<file path="config.mk">
export PLATFORM = sky130hd
export DESIGN_NAME = match_timer
export DESIGN_NICKNAME = d
export VERILOG_FILES = /design/src/rtl/tmr_pkg.sv /design/src/rtl/tmr_tick_sel.sv /design/src/rtl/tmr_count.sv /design/src/rtl/tmr_regs.sv /design/src/rtl/match_timer.sv
export SDC_FILE = /design/constraint.sdc
export NUM_CORES = 1
export LEC_CHECK = 0
export ABC_AREA = 1
export CAP_MARGIN = 30
export CORE_UTILIZATION = 65
export CTS_CLUSTER_DIAMETER = 120
export DETAILED_ROUTE_END_ITERATION = 10
export DONT_BUFFER_PORTS = 1
export HOLD_SLACK_MARGIN = 0.08
export PLACE_DENSITY = 0.81
export REMOVE_ABC_BUFFERS = 1
export SYNTH_ARGS = -nofsm -noshare
export SYNTH_HDL_FRONTEND = slang
export SYNTH_HIERARCHICAL = 1
export SYNTH_SLANG_ARGS = --single-unit
</file>
<file path="constraint.sdc">
create_clock -name clk -period 3.5 [get_ports clk]
set_clock_uncertainty 0.2 [all_clocks]
set_input_delay 0.35 -clock clk [delete_from_list [all_inputs] [get_ports clk]]
set_output_delay 0.35 -clock clk [all_outputs]
set_load 0.1 [all_outputs]
</file>
<file path="src/rtl/tmr_pkg.sv">
`timescale 1ns/1ps
package tmr_pkg;

    localparam int DATA_W    = 32;
    localparam int XDIV_W    = 4;
    localparam int XPRE_LSB  = 12;

    localparam int OFS_CTRL  = 'h00;
    localparam int OFS_XPRE  = 'h04;
    localparam int OFS_STAT  = 'h08;
    localparam int OFS_IEN   = 'h0C;
    localparam int OFS_CMP   = 'h10;
    localparam int OFS_CNT   = 'h24;

    localparam logic [DATA_W-1:0] CTRL_WMASK = 32'h0000_07C9;
    localparam logic [DATA_W-1:0] XPRE_WMASK = 32'h0000_F000;

    typedef enum logic [2:0] {
        SRC_NONE = 3'd0,
        SRC_BUS  = 3'd1,
        SRC_PER  = 3'd2,
        SRC_XTAL = 3'd5
    } src_e;

    typedef struct packed {
        logic [20:0] rsvd_hi;
        logic        xdiv_en;
        logic        free_run;
        logic [2:0]  src;
        logic [1:0]  rsvd_mid;
        logic        wait_en;
        logic [1:0]  rsvd_lo;
        logic        run;
    } ctrl_t;

    function automatic logic [XDIV_W-1:0] xdiv_limit(
        input logic              en,
        input logic [XDIV_W-1:0] pre,
        input int                fixed_div
    );
        return en ? pre : XDIV_W'(fixed_div - 1);
    endfunction

    function automatic logic addr_hit(input logic [7:0] a, input int ofs);
        return a == 8'(ofs);
    endfunction

endpackage

</file>
<file path="src/rtl/tmr_tick_sel.sv">
`timescale 1ns/1ps
module tmr_tick_sel
    import tmr_pkg::*;
#(
    parameter int FIXED_DIV = 8
) (
    input  logic              clk,
    input  logic              rst,
    input  logic              run,
    input  logic [2:0]        src,
    input  logic              xdiv_en,
    input  logic [XDIV_W-1:0] xpre,
    input  logic              per_stb,
    input  logic              xtal_stb,
    output logic              tick
);
    logic [XDIV_W-1:0] xcnt_q;
    logic [XDIV_W-1:0] lim;
    logic              xtal_tick;
    logic              xtal_sel;

    assign xtal_sel  = (src == SRC_XTAL);
    assign lim       = xdiv_limit(xdiv_en, xpre, FIXED_DIV);
    assign xtal_tick = xtal_stb && (xcnt_q >= lim);

    always_ff @(posedge clk) begin
        if (rst || !run || !xtal_sel) begin
            xcnt_q <= '0;
        end else if (xtal_stb) begin
            xcnt_q <= xtal_tick ? '0 : XDIV_W'(xcnt_q + 1'b1);
        end
    end

    always_comb begin
        case (src_e'(src))
            SRC_BUS:  tick = 1'b1;
            SRC_PER:  tick = per_stb;
            SRC_XTAL: tick = xtal_tick;
            default:  tick = 1'b0;
        endcase
    end
endmodule

</file>
<file path="src/rtl/tmr_count.sv">
`timescale 1ns/1ps
module tmr_count #(
    parameter int CNT_W = 32
) (
    input  logic             clk,
    input  logic             rst,
    input  logic             run,
    input  logic             tick,
    input  logic             free_run,
    input  logic [CNT_W-1:0] cmp,
    output logic [CNT_W-1:0] count,
    output logic             match_evt
);
    logic [CNT_W-1:0] cnt_q;
    logic [CNT_W-1:0] nxt;
    logic             adv;

    assign adv = run && tick;
    assign nxt = (!free_run && (cnt_q == cmp)) ? '0 : cnt_q + CNT_W'(1);
    assign match_evt = adv && (nxt == cmp);
    assign count = cnt_q;

    always_ff @(posedge clk) begin
        if (rst) begin
            cnt_q <= '0;
        end else if (adv) begin
            cnt_q <= nxt;
        end
    end
endmodule

</file>
<file path="src/rtl/tmr_regs.sv">
`timescale 1ns/1ps
module tmr_regs
    import tmr_pkg::*;
#(
    parameter int CNT_W  = 32,
    parameter int ADDR_W = 8
) (
    input  logic              clk,
    input  logic              rst,
    input  logic [ADDR_W-1:0] bus_addr,
    input  logic              bus_we,
    input  logic [DATA_W-1:0] bus_wdata,
    input  logic [CNT_W-1:0]  count,
    input  logic              match_evt,
    output ctrl_t             ctrl_q,
    output logic [XDIV_W-1:0] xpre_q,
    output logic [CNT_W-1:0]  cmp_q,
    output logic              flag_q,
    output logic              ien_q,
    output logic [DATA_W-1:0] bus_rdata,
    output logic              irq
);
    logic [7:0] a8;
    logic wr_ctrl, wr_xpre, wr_stat, wr_ien, wr_cmp;

    assign a8      = 8'(bus_addr);
    assign wr_ctrl = bus_we && addr_hit(a8, OFS_CTRL);
    assign wr_xpre = bus_we && addr_hit(a8, OFS_XPRE);
    assign wr_stat = bus_we && addr_hit(a8, OFS_STAT);
    assign wr_ien  = bus_we && addr_hit(a8, OFS_IEN);
    assign wr_cmp  = bus_we && addr_hit(a8, OFS_CMP);

    always_ff @(posedge clk) begin
        if (rst) begin
            ctrl_q <= '0;
            xpre_q <= '0;
            cmp_q  <= '1;
            ien_q  <= 1'b0;
            flag_q <= 1'b0;
        end else begin
            if (wr_ctrl) ctrl_q <= ctrl_t'(bus_wdata & CTRL_WMASK);
            if (wr_xpre) xpre_q <= bus_wdata[XPRE_LSB +: XDIV_W];
            if (wr_ien)  ien_q  <= bus_wdata[0];
            if (wr_cmp)  cmp_q  <= bus_wdata[CNT_W-1:0];
            if (match_evt)                  flag_q <= 1'b1;
            else if (wr_stat && bus_wdata[0]) flag_q <= 1'b0;
        end
    end

    always_comb begin
        bus_rdata = '0;
        if (bus_addr == ADDR_W'(OFS_CTRL)) bus_rdata = DATA_W'(ctrl_q);
        if (bus_addr == ADDR_W'(OFS_XPRE)) bus_rdata = DATA_W'(xpre_q) << XPRE_LSB;
        if (bus_addr == ADDR_W'(OFS_STAT)) bus_rdata = DATA_W'(flag_q);
        if (bus_addr == ADDR_W'(OFS_IEN))  bus_rdata = DATA_W'(ien_q);
        if (bus_addr == ADDR_W'(OFS_CMP))  bus_rdata = DATA_W'(cmp_q);
        if (bus_addr == ADDR_W'(OFS_CNT))  bus_rdata = DATA_W'(count);
    end

    assign irq = flag_q & ien_q;
endmodule

</file>
<file path="src/rtl/match_timer.sv">
`timescale 1ns/1ps
module match_timer
    import tmr_pkg::*;
#(
    parameter int CNT_W      = 32,
    parameter int ADDR_W     = 8,
    parameter int FIXED_XDIV = 8
) (
    input  logic              clk,
    input  logic              rst,
    input  logic [ADDR_W-1:0] bus_addr,
    input  logic              bus_we,
    input  logic [31:0]       bus_wdata,
    output logic [31:0]       bus_rdata,
    input  logic              per_stb,
    input  logic              xtal_stb,
    output logic              irq
);
    ctrl_t             ctrl_q;
    logic [XDIV_W-1:0] xpre_q;
    logic [CNT_W-1:0]  cmp_q;
    logic [CNT_W-1:0]  count_w;
    logic              flag_q, ien_q, tick_w, match_w, run_w, free_w;

    assign run_w  = ctrl_q.run;
    assign free_w = ctrl_q.free_run;

    tmr_regs #(.CNT_W(CNT_W), .ADDR_W(ADDR_W)) regs_i (
        .clk(clk), .rst(rst), .bus_addr(bus_addr), .bus_we(bus_we),
        .bus_wdata(bus_wdata), .count(count_w), .match_evt(match_w),
        .ctrl_q(ctrl_q), .xpre_q(xpre_q), .cmp_q(cmp_q), .flag_q(flag_q),
        .ien_q(ien_q), .bus_rdata(bus_rdata), .irq(irq)
    );

    tmr_tick_sel #(.FIXED_DIV(FIXED_XDIV)) tick_i (
        .clk(clk), .rst(rst), .run(run_w), .src(ctrl_q.src),
        .xdiv_en(ctrl_q.xdiv_en), .xpre(xpre_q), .per_stb(per_stb),
        .xtal_stb(xtal_stb), .tick(tick_w)
    );

    tmr_count #(.CNT_W(CNT_W)) cnt_i (
        .clk(clk), .rst(rst), .run(run_w), .tick(tick_w), .free_run(free_w),
        .cmp(cmp_q), .count(count_w), .match_evt(match_w)
    );
endmodule

</file>
==> impl_metrics.ini <==
[setup_path]
r2r_end = regs_i/flag_q
reg2reg_depth = 19
r2r_start = regs_i/ctrl_q[10]
crit_type = reg2reg
cp_max_fo = 6
worstSetupEndpointType = flop
start_kind = flop
required_ns = 3.60
crit_top_cell = nand3_1
critPathLaunch = regs_i/ctrl_q[10]
ff2ff_setup_slack_ns = 0.40
slowest_delay_ns = 0.42
slowest_stage = dfxtp_1
cp_data_arrival_time_ns = 3.20
path_cells = inv_1 > or2_2 > ha_1 > nand4_1 > nand3_1 > nand3_1 > nand3_1 > nand2_1 > inv_1 > nand3_1 > nand2_1 > inv_1 > nor2_1 > nand2_1 > nor2_1 > nand3_1 > nor2_1 > a21oi_1 > nor2_1

[sta]
finalCritPeriodShare = 0.885
max_clock_freq_mhz = 323
setup_viol = 0
slew_headroom = 0.366
rsz0062_at_grt = no
period_minus_slack_ns = 3.10
drv_slew = 0
tightest_slew_ns = 0.949
setup_tns_ns = 0
finalHoldViolations = 0

[logic_synthesis]
synth_cells = 954
synth_warnings = 6
avgSynthCellArea_sq_um = 5.95
syn-cell-area_sq_um = 5680

[finish]
synthToLayoutAreaGrowth_pct = 16.9
layout-drive-gt1-share = 0.0860
num_antenna_cells = 0
post-route-util = 0.796
layout.nets = 1069

[power_and_ir_drop]
leakage_nw = 3.17
comb_power_share = 0.052
switching_power_uw = 465
clkPwrFrac = 0.426
swShare = 0.263
power.internal_mw = 1.30
p_per_area_nw_per_um2 = 266
power_frac_seq = 0.522
max-vdd-ir-drop_v = 0.000207

[routing]
wl_per_cell_microns = 17.8
final_antenna_net_count = 0
wl_microns = 20100
firstDrtPassIters = 7
viasPerCell = 6.16
drt_iter0_drc = 905
drc = 0
vias = 6943

[worst_hold_path]
worstHoldPathCells = 4
holdPathEnd = regs_i/cmp_q[10]
hold_path.class = in2reg
hp-start = bus_we

[clock_network]
cts_tree = done
clock_latency_ns = 0.39
post-cts-setup-buffer-count = 0
cts_made_buffers = 9
cts_resized = 0
clk_pin_slew_ns = 0.11
numClockSinks = 81
h-tree-depth = 3
clockBufferDepth = 2
root_buffer = clkbuf_8

[grt]
grt_use_total = 0.445
overflow = 0
antenna_found_initial = 0
grt_pass1_wl_microns = 31000
grt_pass1_vias = 6394
grt_max_degree = 44

[floorplan]
die_area_sq_um = 9120
ioPinCount = 78
start_util = 0.681
die_w_microns = 95.5
core_sq_um = 8340
chipHeight_microns = 95.5
row_count = 33

[run]
maxCapViolations = 0

[place]
io_buffer_count = 0
hpwl_microns = 12700
place_congestion = 1.01

[run_status]
status = finished clean
registers in the layout, indices dropped and copies added, names as in the netlist:
signal,flops
regs_i/xpre_q,4
regs_i/flag_q,1
regs_i/ctrl_q,7
cnt_i/count,32
tick_i/xcnt_q,4
regs_i/ien_q,1
regs_i/cmp_q,32
power by group through the flow:
stage	Clock [mW]	Sequential, mW	Combinational (mW)
floorplan	0	0.944	0.0302
finish	0.753	0.923	0.0914
global placement	0	0.945	0.0401
global route	0.782	0.924	0.0939
detailed placement	0	0.945	0.0454
CTS	0.748	0.923	0.0840
area by class of cell:
class,count,area [sq um]
tap,105,131
fill,600,1700
multi-input combinational,750,3540
clock inverter,7,82.6
clock buffer,9,124
sequential,81,1620
timing repair buffer,88,816
inverter,88,330
worst max path at each step:
stage                     depth (start not counted)  slack, ns             to
final                                            19       0.40  regs_i/flag_q
after detailed placement                         19       0.70  regs_i/flag_q
after global routing                             22       0.41  regs_i/flag_q
after global placement                           19       0.73  regs_i/flag_q
after floorplan                                  19       0.37  regs_i/flag_q
after CTS                                        19       0.64  regs_i/flag_q
per-stage QoR:
stage                     instance area [sq um]  hold WS (ns)  setup WS (ns)  power, mW  instances
after CTS                                  6640         0.102          0.639       1.75       1128
after floorplan                            5480         0.219          0.373      0.974        919
final                                      6640         0.126          0.404       1.77       1128
after global placement                     5920         0.223          0.729      0.985       1062
after detailed placement                   5940         0.226          0.701      0.990       1063
after global routing                       6640         0.133          0.408       1.80       1128
routing by layer:
layer,share of wire,global-route usage,vias to the layer above
met3,0.12,0.0710,133
met4,0.054,0.248,0
li1,-,-,3148
met5,0,0,-
met2,0.45,0.729,592
met1,0.38,0.556,3070
cells in the final DEF (no fill, tap or decap), types with 3 or more instances in the layout:
cell type,n
nand3b_1,10
o21ai_0,38
xnor2_1,16
dfxtp_1,81
inv_1,82
nor3_1,10
nand3_1,98
ha_1,6
xor2_1,23
nand2_1,383
buf_4,37
nor2_2,11
inv_2,4
nor2_1,73
dlygate4sd3_1,49
nand4_1,9
nor2_4,3
a21oi_1,48
inv_6,4
clkbuf_8,9
nand2_2,5
critical path, delay by kind of cell (launching register included):
| family | cells | cell delay, ns |
|---|---|---|
| AOI/OAI and AO/OA | 1 | 0.05 |
| adders and majority gates | 1 | 0.28 |
| buffers and inverters | 3 | 0.34 |
| DFF | 1 | 0.42 |
| and+or+nand+nor | 14 | 1.72 |
repair_timing:
action / in CTS / in global routing
hold buffers: 49 / 0
hold endpoints to repair: 52 / 0
setup endpoints to repair: 0 / 0
(Power assumes the default switching activity.)
